**src/rtl/trap_ret_pkg.sv**
```systemverilog
package trap_ret_pkg;
  typedef enum logic [1:0] {
    ALN_FIXED16 = 2'd0,
    ALN_FIXED32 = 2'd1,
    ALN_SWITCH  = 2'd2
  } align_cfg_e;

  typedef enum logic [1:0] {
    OP_NONE  = 2'b00,
    OP_WRITE = 2'b01,
    OP_SET   = 2'b10,
    OP_CLEAR = 2'b11
  } sw_op_e;
endpackage

```
**src/rtl/trap_ret_next.sv**
```systemverilog
module trap_ret_next
  import trap_ret_pkg::*;
#(
  parameter int XLEN = 32
) (
  input  logic [XLEN-1:0] cur_q,
  input  logic [1:0]      sw_op,
  input  logic [XLEN-1:0] sw_wdata,
  input  logic            trap_take,
  input  logic [XLEN-1:0] trap_pc,
  output logic            upd_en,
  output logic [XLEN-1:0] upd_val
);
  sw_op_e op_dec;
  assign op_dec = sw_op_e'(sw_op);

  always_comb begin
    upd_en  = 1'b0;
    upd_val = cur_q;
    if (trap_take) begin
      upd_en  = 1'b1;
      upd_val = trap_pc;
    end else begin
      unique case (op_dec)
        OP_WRITE: begin upd_en = 1'b1; upd_val = sw_wdata;           end
        OP_SET:   begin upd_en = 1'b1; upd_val = cur_q | sw_wdata;   end
        OP_CLEAR: begin upd_en = 1'b1; upd_val = cur_q & ~sw_wdata;  end
        default:  begin upd_en = 1'b0; upd_val = cur_q;              end
      endcase
    end
  end
endmodule

```
**src/rtl/trap_ret_store.sv**
```systemverilog
module trap_ret_store
  import trap_ret_pkg::*;
#(
  parameter int         XLEN      = 32,
  parameter align_cfg_e ALIGN_CFG = ALN_SWITCH
) (
  input  logic            clk,
  input  logic            rst_n,
  input  logic            upd_en,
  input  logic [XLEN-1:0] upd_val,
  output logic [XLEN-1:0] q
);
  localparam int LOW_FIXED = (ALIGN_CFG == ALN_FIXED32) ? 2 : 1;

  logic [XLEN-1:LOW_FIXED] hi_q;

  always_ff @(posedge clk or negedge rst_n) begin
    if (!rst_n) hi_q <= '0;
    else if (upd_en) hi_q <= upd_val[XLEN-1:LOW_FIXED];
  end

  generate
    if (LOW_FIXED == 2) begin : g_low2
      assign q = {hi_q, 2'b00};
    end else begin : g_low1
      assign q = {hi_q, 1'b0};
    end
  endgenerate


  reset_zero_chk: assert property (@(posedge clk) disable iff (!rst_n)
    !$past(rst_n) |-> (q == '0));


  hold_when_idle_chk: assert property (@(posedge clk) disable iff (!rst_n)
    ($past(rst_n) && !$past(upd_en)) |-> $stable(q));
endmodule

```
**src/rtl/trap_ret_view.sv**
```systemverilog
module trap_ret_view
  import trap_ret_pkg::*;
#(
  parameter int         XLEN      = 32,
  parameter align_cfg_e ALIGN_CFG = ALN_SWITCH
) (
  input  logic [XLEN-1:0] q,
  input  logic            align32_on,
  output logic [XLEN-1:0] view
);
  localparam bit SWITCHED = (ALIGN_CFG == ALN_SWITCH);

  logic hide_b1;
  assign hide_b1 = SWITCHED & align32_on;

  always_comb begin
    view    = q;
    view[0] = 1'b0;
    if (hide_b1) view[1] = 1'b0;
  end
endmodule

```
**src/rtl/trap_ret_addr.sv**
```systemverilog
module trap_ret_addr
  import trap_ret_pkg::*;
#(
  parameter int         XLEN      = 32,
  parameter align_cfg_e ALIGN_CFG = ALN_SWITCH
) (
  input  logic            clk,
  input  logic            rst_n,
  input  logic [1:0]      sw_op,
  input  logic [XLEN-1:0] sw_wdata,
  output logic [XLEN-1:0] sw_rdata,
  input  logic            trap_take,
  input  logic [XLEN-1:0] trap_pc,
  input  logic            align32_on,
  output logic [XLEN-1:0] ret_target
);
  localparam int NVIEW = 2;

  logic            upd_en;
  logic [XLEN-1:0] upd_val;
  logic [XLEN-1:0] q;
  logic [XLEN-1:0] views [NVIEW];

  trap_ret_next #(.XLEN(XLEN)) u_next (
    .cur_q(q), .sw_op(sw_op), .sw_wdata(sw_wdata),
    .trap_take(trap_take), .trap_pc(trap_pc),
    .upd_en(upd_en), .upd_val(upd_val)
  );

  trap_ret_store #(.XLEN(XLEN), .ALIGN_CFG(ALIGN_CFG)) u_store (
    .clk(clk), .rst_n(rst_n), .upd_en(upd_en), .upd_val(upd_val), .q(q)
  );

  generate
    for (genvar i = 0; i < NVIEW; i++) begin : g_view
      trap_ret_view #(.XLEN(XLEN), .ALIGN_CFG(ALIGN_CFG)) u_view (
        .q(q), .align32_on(align32_on), .view(views[i])
      );
    end
  endgenerate

  assign sw_rdata   = views[0];
  assign ret_target = views[1];


  bit0_zero_chk: assert property (@(posedge clk) disable iff (!rst_n)
    (sw_rdata[0] == 1'b0) && (ret_target[0] == 1'b0));


  fixed32_low_chk: assert property (@(posedge clk) disable iff (!rst_n)
    (ALIGN_CFG == ALN_FIXED32) |-> (sw_rdata[1:0] == 2'b00));


  switch_mask_chk: assert property (@(posedge clk) disable iff (!rst_n)
    ((ALIGN_CFG == ALN_SWITCH) && align32_on) |-> (sw_rdata[1] == 1'b0));


  ret_same_view_chk: assert property (@(posedge clk) disable iff (!rst_n)
    ret_target == sw_rdata);


  capture_wins_chk: assert property (@(posedge clk) disable iff (!rst_n)
    ($past(rst_n) && $past(trap_take)) |-> (q[XLEN-1:2] == $past(trap_pc[XLEN-1:2])));
endmodule

```
**config.mk**
```make
export PLATFORM = sky130hd
export DESIGN_NAME = trap_ret_addr
export DESIGN_NICKNAME = d
export VERILOG_FILES = /design/src/rtl/trap_ret_pkg.sv /design/src/rtl/trap_ret_next.sv /design/src/rtl/trap_ret_store.sv /design/src/rtl/trap_ret_view.sv /design/src/rtl/trap_ret_addr.sv
export SDC_FILE = /design/constraint.sdc
export NUM_CORES = 1
export LEC_CHECK = 0
export BUFFER_PORTS_ARGS = -buffer_cell sky130_fd_sc_hd__buf_2
export CAP_MARGIN = 20
export CELL_PAD_IN_SITES_DETAIL_PLACEMENT = 1
export CELL_PAD_IN_SITES_GLOBAL_PLACEMENT = 1
export CORE_ASPECT_RATIO = 1.4
export CORE_MARGIN = 4
export CORE_UTILIZATION = 31
export CTS_BUF_LIST = sky130_fd_sc_hd__clkbuf_8
export DETAILED_ROUTE_END_ITERATION = 12
export PLACE_DENSITY_LB_ADDON = 0.1
export RECOVER_POWER = 50
export SLEW_MARGIN = 10
export SYNTH_ARGS = -nofsm -noshare
export SYNTH_HDL_FRONTEND = slang
export SYNTH_SLANG_ARGS = --single-unit
```
**constraint.sdc**
```tcl
create_clock -name clk -period 1.5 [get_ports clk]
set_clock_uncertainty 0.05 [all_clocks]
set_input_delay 0.3 -clock clk [delete_from_list [all_inputs] [get_ports clk]]
set_output_delay 0.3 -clock clk [all_outputs]
set_load 0.03 [all_outputs]
```
==> Word level (Yosys, flattened, before mapping) <==
Index checks and enable logic that the tools add are counted.
{ "totals": {"register_bits": 31, "inputBits": 70, "output_inout_bits": 64, "elab_cells": 15} }
{ "classes": {"n_eq_ne": 3, "mux": 5, "bitwise": 3, "n_reduce_logical": 3} }
{ "op_table": {"columns": ["operator", "count"], "rows": [
  ["32-bit case mux with 3 select lines", 1],
  ["32-bit AND", 1],
  ["32-bit two-way mux", 1],
  ["32-bit inverter", 1],
  ["32-bit OR", 1],
  ["2-bit == test (second input constant)", 2],
  ["4-bit nonzero test", 1],
  ["1-bit two-way mux", 3],
  ["3-bit OR reduction", 1],
  ["2-bit by 1-bit == test with 1-bit output (second input constant)", 1],
  ["2-bit AND reduction", 1]
]} }

==> Logic depth before layout (Yosys ltp) <==
{ "depth": {"word_depth": 5, "depth_mapped": 6} }

==> Cells and area by module <==
Synthesis repeated with hierarchy kept, for this count alone.
{ "unflattened": {"hier_cells": 314, "hier_area_um2": 2819.0} }
{ "modules_own_cells": {"columns": ["module", "n_inst", "cells_each", "area_per_inst_um2", "seq_area_each_um2"], "rows": [
  ["trap_ret_store", 1, 67, 1169.9, 775.7],
  ["trap_ret_next", 1, 181, 1148.6, 0.0],
  ["trap_ret_view", 2, 33, 250.2, 0.0]
]} }

==> Worst setup path after synthesis <==
No wires, ideal clock.
{ "synth_path": {"kind": "reg2out", "from": "register u_store.hi_q[1] in the netlist's numbering", "to": "output port sw_rdata[1]", "arrival_time_ns": 1.123, "required_ns": 1.150, "slack_ns": 0.027, "stages_incl_launch_ff": 3, "n_path_buf": 1, "cell_sequence": "dfrtp_1 > nor2b_1 > buf_4"} }
{ "synth_via": {"elab_chain_cells": 1} }
{ "synth_rtl": {"columns": ["element", "line", "source"], "rows": [
  ["start: declaration", "trap_ret_store.sv:15", "logic [XLEN-1:LOW_FIXED] hi_q;"],
  ["start signal: assignment", "trap_ret_store.sv:19", "else if (upd_en) hi_q <= upd_val[XLEN-1:LOW_FIXED];"],
  ["1-bit two-way mux", null, null],
  ["end: declaration", "trap_ret_addr.sv:11", "output logic [XLEN-1:0] sw_rdata,"]
]} }
No other way between the ends.

==> Final worst setup path <==
{ "layout_path": {"from": "register u_store.hi_q[1] in the netlist's numbering", "to": "output port ret_target[1]"} }
{ "layout_via": {"elab_chain_cells": 1} }
{ "layout_rtl": {"columns": ["element", "line", "source"], "rows": [
  ["1-bit two-way mux", "trap_ret_view.sv:19", "if (hide_b1) view[1] = 1'b0;"],
  ["end: declaration", "trap_ret_addr.sv:15", "output logic [XLEN-1:0] ret_target"]
]} }
No other way between the ends.

==> run_results.csv <==
group,metric,value,unit
synth,netlist.area_leader.share,28.6,%
synth,ys_ff_latch,31,
power_and_ir_drop,netSwitchingPower,1.09,mW
cts,clockBufferDepth,2,
cts,cts_tree,"done",
final_layout,reg_top3,"u_store.hi_q (31)",
cts,clock_latency,280,ps
cts,cts_root_buffer,"clkbuf_8",
floorplanning,die_area,10300,sq um
sta,period_share,94.1,%
worst_setup_path,path_class,"reg -> out",
worst_setup_path,arrival,1060,ps
sta,max_freq,708,MHz
global_routing,grt_usage,13.7,%
worst_setup_path,cp_slowest_stage_delay,380,ps
floorplanning,ioPinCount,134,
placed_design,gp_congestion,0.706,
synth,yosysSeqAreaShare,28.6,%
final_layout,n_antenna_cell,0,
global_routing,grt_max_degree,37,
global_routing,overflow,0,
synth,synthDistinctLibCells,18,
flow_run,maxCapViolCount,0,
worst_setup_path,crit_slowest_cell,"dfrtp_1",
final_layout,top_register,"u_store.hi_q",
global_routing,grt_pass1_vias,2334,
final_layout,most-common-layout-cells,"buf_2 (128), nand3_1 (31), nand2_1 (31), dfrtp_1 (31), o21ai_1 (21)",
power_and_ir_drop,clkPwrFrac,26.4,%
cts,cts.sinks,31,
run_status,status,"finished clean",
power_and_ir_drop,power_switching_share,38.6,%
synth,syn-cell-area,2710,sq um
cts,path_clk_slew,70,ps
sta,hold_viol,0,
power_and_ir_drop,pwr-share-comb,37.9,%
worst_setup_path,cp-start-kind,"register",
placed_design,placed_cell_area,3010,sq um
placed_design,dpl.cell_count,431,
final_layout,nets,404,
power_and_ir_drop,p_seq_share,35.7,%
worst_setup_path,cp.required,1150,ps
floorplanning,start_util,31.7,%
final_layout,largest_reg_flops,31,
cts,cts_made_buffers,5,
floorplanning,core-area,8560,sq um
cts,post_cts_resized,0,
drt,detail_route.wl_per_cell,15.1,um
hold_path,holdPathStages,3,
hold_path,hold_path.class,"in -> reg",
worst_setup_path,worstReg2RegEnd,"u_store.hi_q[2]$_DFFE_PN0P_",
sta,whs,168,ps
global_routing,grt_pass1_wl,11.4,mm
global_routing,antenna_found_initial,0,
drt,via_per_inst,5.03,
sta,finalCriticalPeriod,1410,ps
worst_setup_path,rrSetupSlack,370,ps
cts,post_cts_buffers,0,
worst_setup_path,reg2regPathDepth,3,
hold_path,hold_start,"trap_pc[30]",
drt,routed_wl,6.66,mm
power_and_ir_drop,vdd_drop_max,0.331,mV
synth,yosysTopAreaCell,"dfrtp_1",
floorplanning,die_w,87.0,um
power_and_ir_drop,powerDensity,947,nW/um^2
drt,drc,0,
worst_setup_path,cp_num_cells,2,
worst_setup_path,r2r_start,"u_store.hi_q[2]$_DFFE_PN0P_",
drt,ant_nets,0,
synth,synthTopCellsByArea,"dfrtp_1 (29%), buf_4 (17%), mux2_4 (14%), o221ai_2 (14%), nand3_1 (5.7%)",
power_and_ir_drop,intPower,1.74,mW
sta,finalSetupViolations,0,
drt,firstDrtPassIters,4,
synth,postSynthCellCount,272,
worst_setup_path,cp_top_family,"flip-flops",
power_and_ir_drop,p_leak,1.42,nW
sta,fin_tns_setup,0,ps
final_layout,drive_gt1_share,54.0,%
sta,rsz0062_at_grt,"false",
synth,syn_area_per_cell,9.96,sq um
worst_setup_path,path_max_fanout,3,
cts,htree_levels,2,
floorplanning,rows,40,
synth,ys_warn_count,0,
drt,vias,2215,
final_layout,final_area,2990,sq um
worst_setup_path,crit_path_end_kind,"output port",
final_layout,n_fill_cell,1038,
drt,drt-initial-drc-count,54,
worst_setup_path,path_cells,"nor2b_1 -> buf_2",
worst_setup_path,critPathBufInv,1,
placed_design,io_buffers,129,
sta,maxSlewViolCount,0,
hold_path,min_to,"u_store.hi_q[30]$_DFFE_PN0P_",
placed_design,dp_hpwl,5.03,mm
final_layout,final_common_cell,"buf_2",
floorplanning,fp.dieH,119,um
final_layout,instances_no_fill,440,
final_layout,syn2layout_area_growth,10.3,%
how the worst max path moves through the flow:
stage / from / to / slack, ps
global route: u_store.hi_q[1]$_DFFE_PN0P_ / sw_rdata[1] / 20
global placement: sw_op[0] / u_store.hi_q[18]$_DFFE_PN0P_ / 50
finish: u_store.hi_q[1]$_DFFE_PN0P_ / ret_target[1] / 90
detailed placement: sw_op[0] / u_store.hi_q[16]$_DFFE_PN0P_ / 30
CTS: u_store.hi_q[1]$_DFFE_PN0P_ / ret_target[1] / 50
floorplan: u_store.hi_q[1]$_DFFE_PN0P_ / sw_rdata[1] / 30
cell families after synthesis:
| family | after synthesis | synth area share [%] |
|---|---|---|
| AO/OA/AOI/OAI | 62 | 21.8 |
| buffers and inverters | 84 | 22.7 |
| flip-flops | 31 | 28.6 |
| multiplexers | 31 | 16.5 |
| other | 1 | 0.138 |
| AND/OR/NAND/NOR | 63 | 10.3 |
synthesized netlist by cell type, drive strengths merged:
cell type	count
conb	1
o221ai	31
o21ai	31
nor2b	1
mux2	31
dfrtp	31
nand3	31
clkbuf	9
nand2	31
buf	75
tightest hold or removal path: cells and delay by family:
kind	cells	cell delay, ps
and+or+nand+nor	1	40
buffers and inverters	1	80
AOI/OAI and AO/OA	1	60
repair_timing:
action                                  4_1_cts  5_1_grt
endpoints found under the setup margin        0        0
hold buffers                                  1        0
endpoints found under the hold margin        14        0
layout make-up:
cell class	instances	area (sq um)	area share [%]
repair buffers	138	753	25.2
clock inverters	1	3.75	0.126
well taps	105	131	4.40
multi-input cells	158	1230	41.1
clock buffers	7	96.3	3.23
flip-flops and latches	31	776	26.0
layer usage:
metal / global-route usage, % / wire, um / vias up / share of wire, %
li1: - / - / 1043 / -
met2: 23.0 / 3450 / 76 / 52
met5: 0 / 0 / - / 0
met4: 4.78 / 102 / 0 / 1.5
met1: 16.9 / 2610 / 1090 / 39
met3: 3.07 / 498 / 6 / 7.5
stage by stage:
| stage | total power [mW] | worst slack [ps] | util [%] |
|---|---|---|---|
| 2_1_floorplan | 2.04 | 27.0 | - |
| 3_3_place_gp | 2.17 | 46.1 | 35.2 |
| 3_5_place_dp | 2.19 | 27.0 | 35.2 |
| 4_1_cts | 2.97 | 55.0 | 36.4 |
| 5_1_grt | 3.03 | 18.0 | 34.9 |
| 6_report | 2.83 | 88.4 | 34.9 |
power groups by stage:
| stage | Clock, mW | Sequential [mW] | Combinational (mW) |
|---|---|---|---|
| 6_report | 0.748 | 1.01 | 1.07 |
| 5_1_grt | 0.835 | 1.03 | 1.16 |
| 4_1_cts | 0.796 | 1.02 | 1.16 |
| 3_5_place_dp | 0 | 1.03 | 1.15 |
| 3_3_place_gp | 0 | 1.03 | 1.14 |
| 2_1_floorplan | 0 | 1.01 | 1.03 |
(Power assumes the default switching activity.)
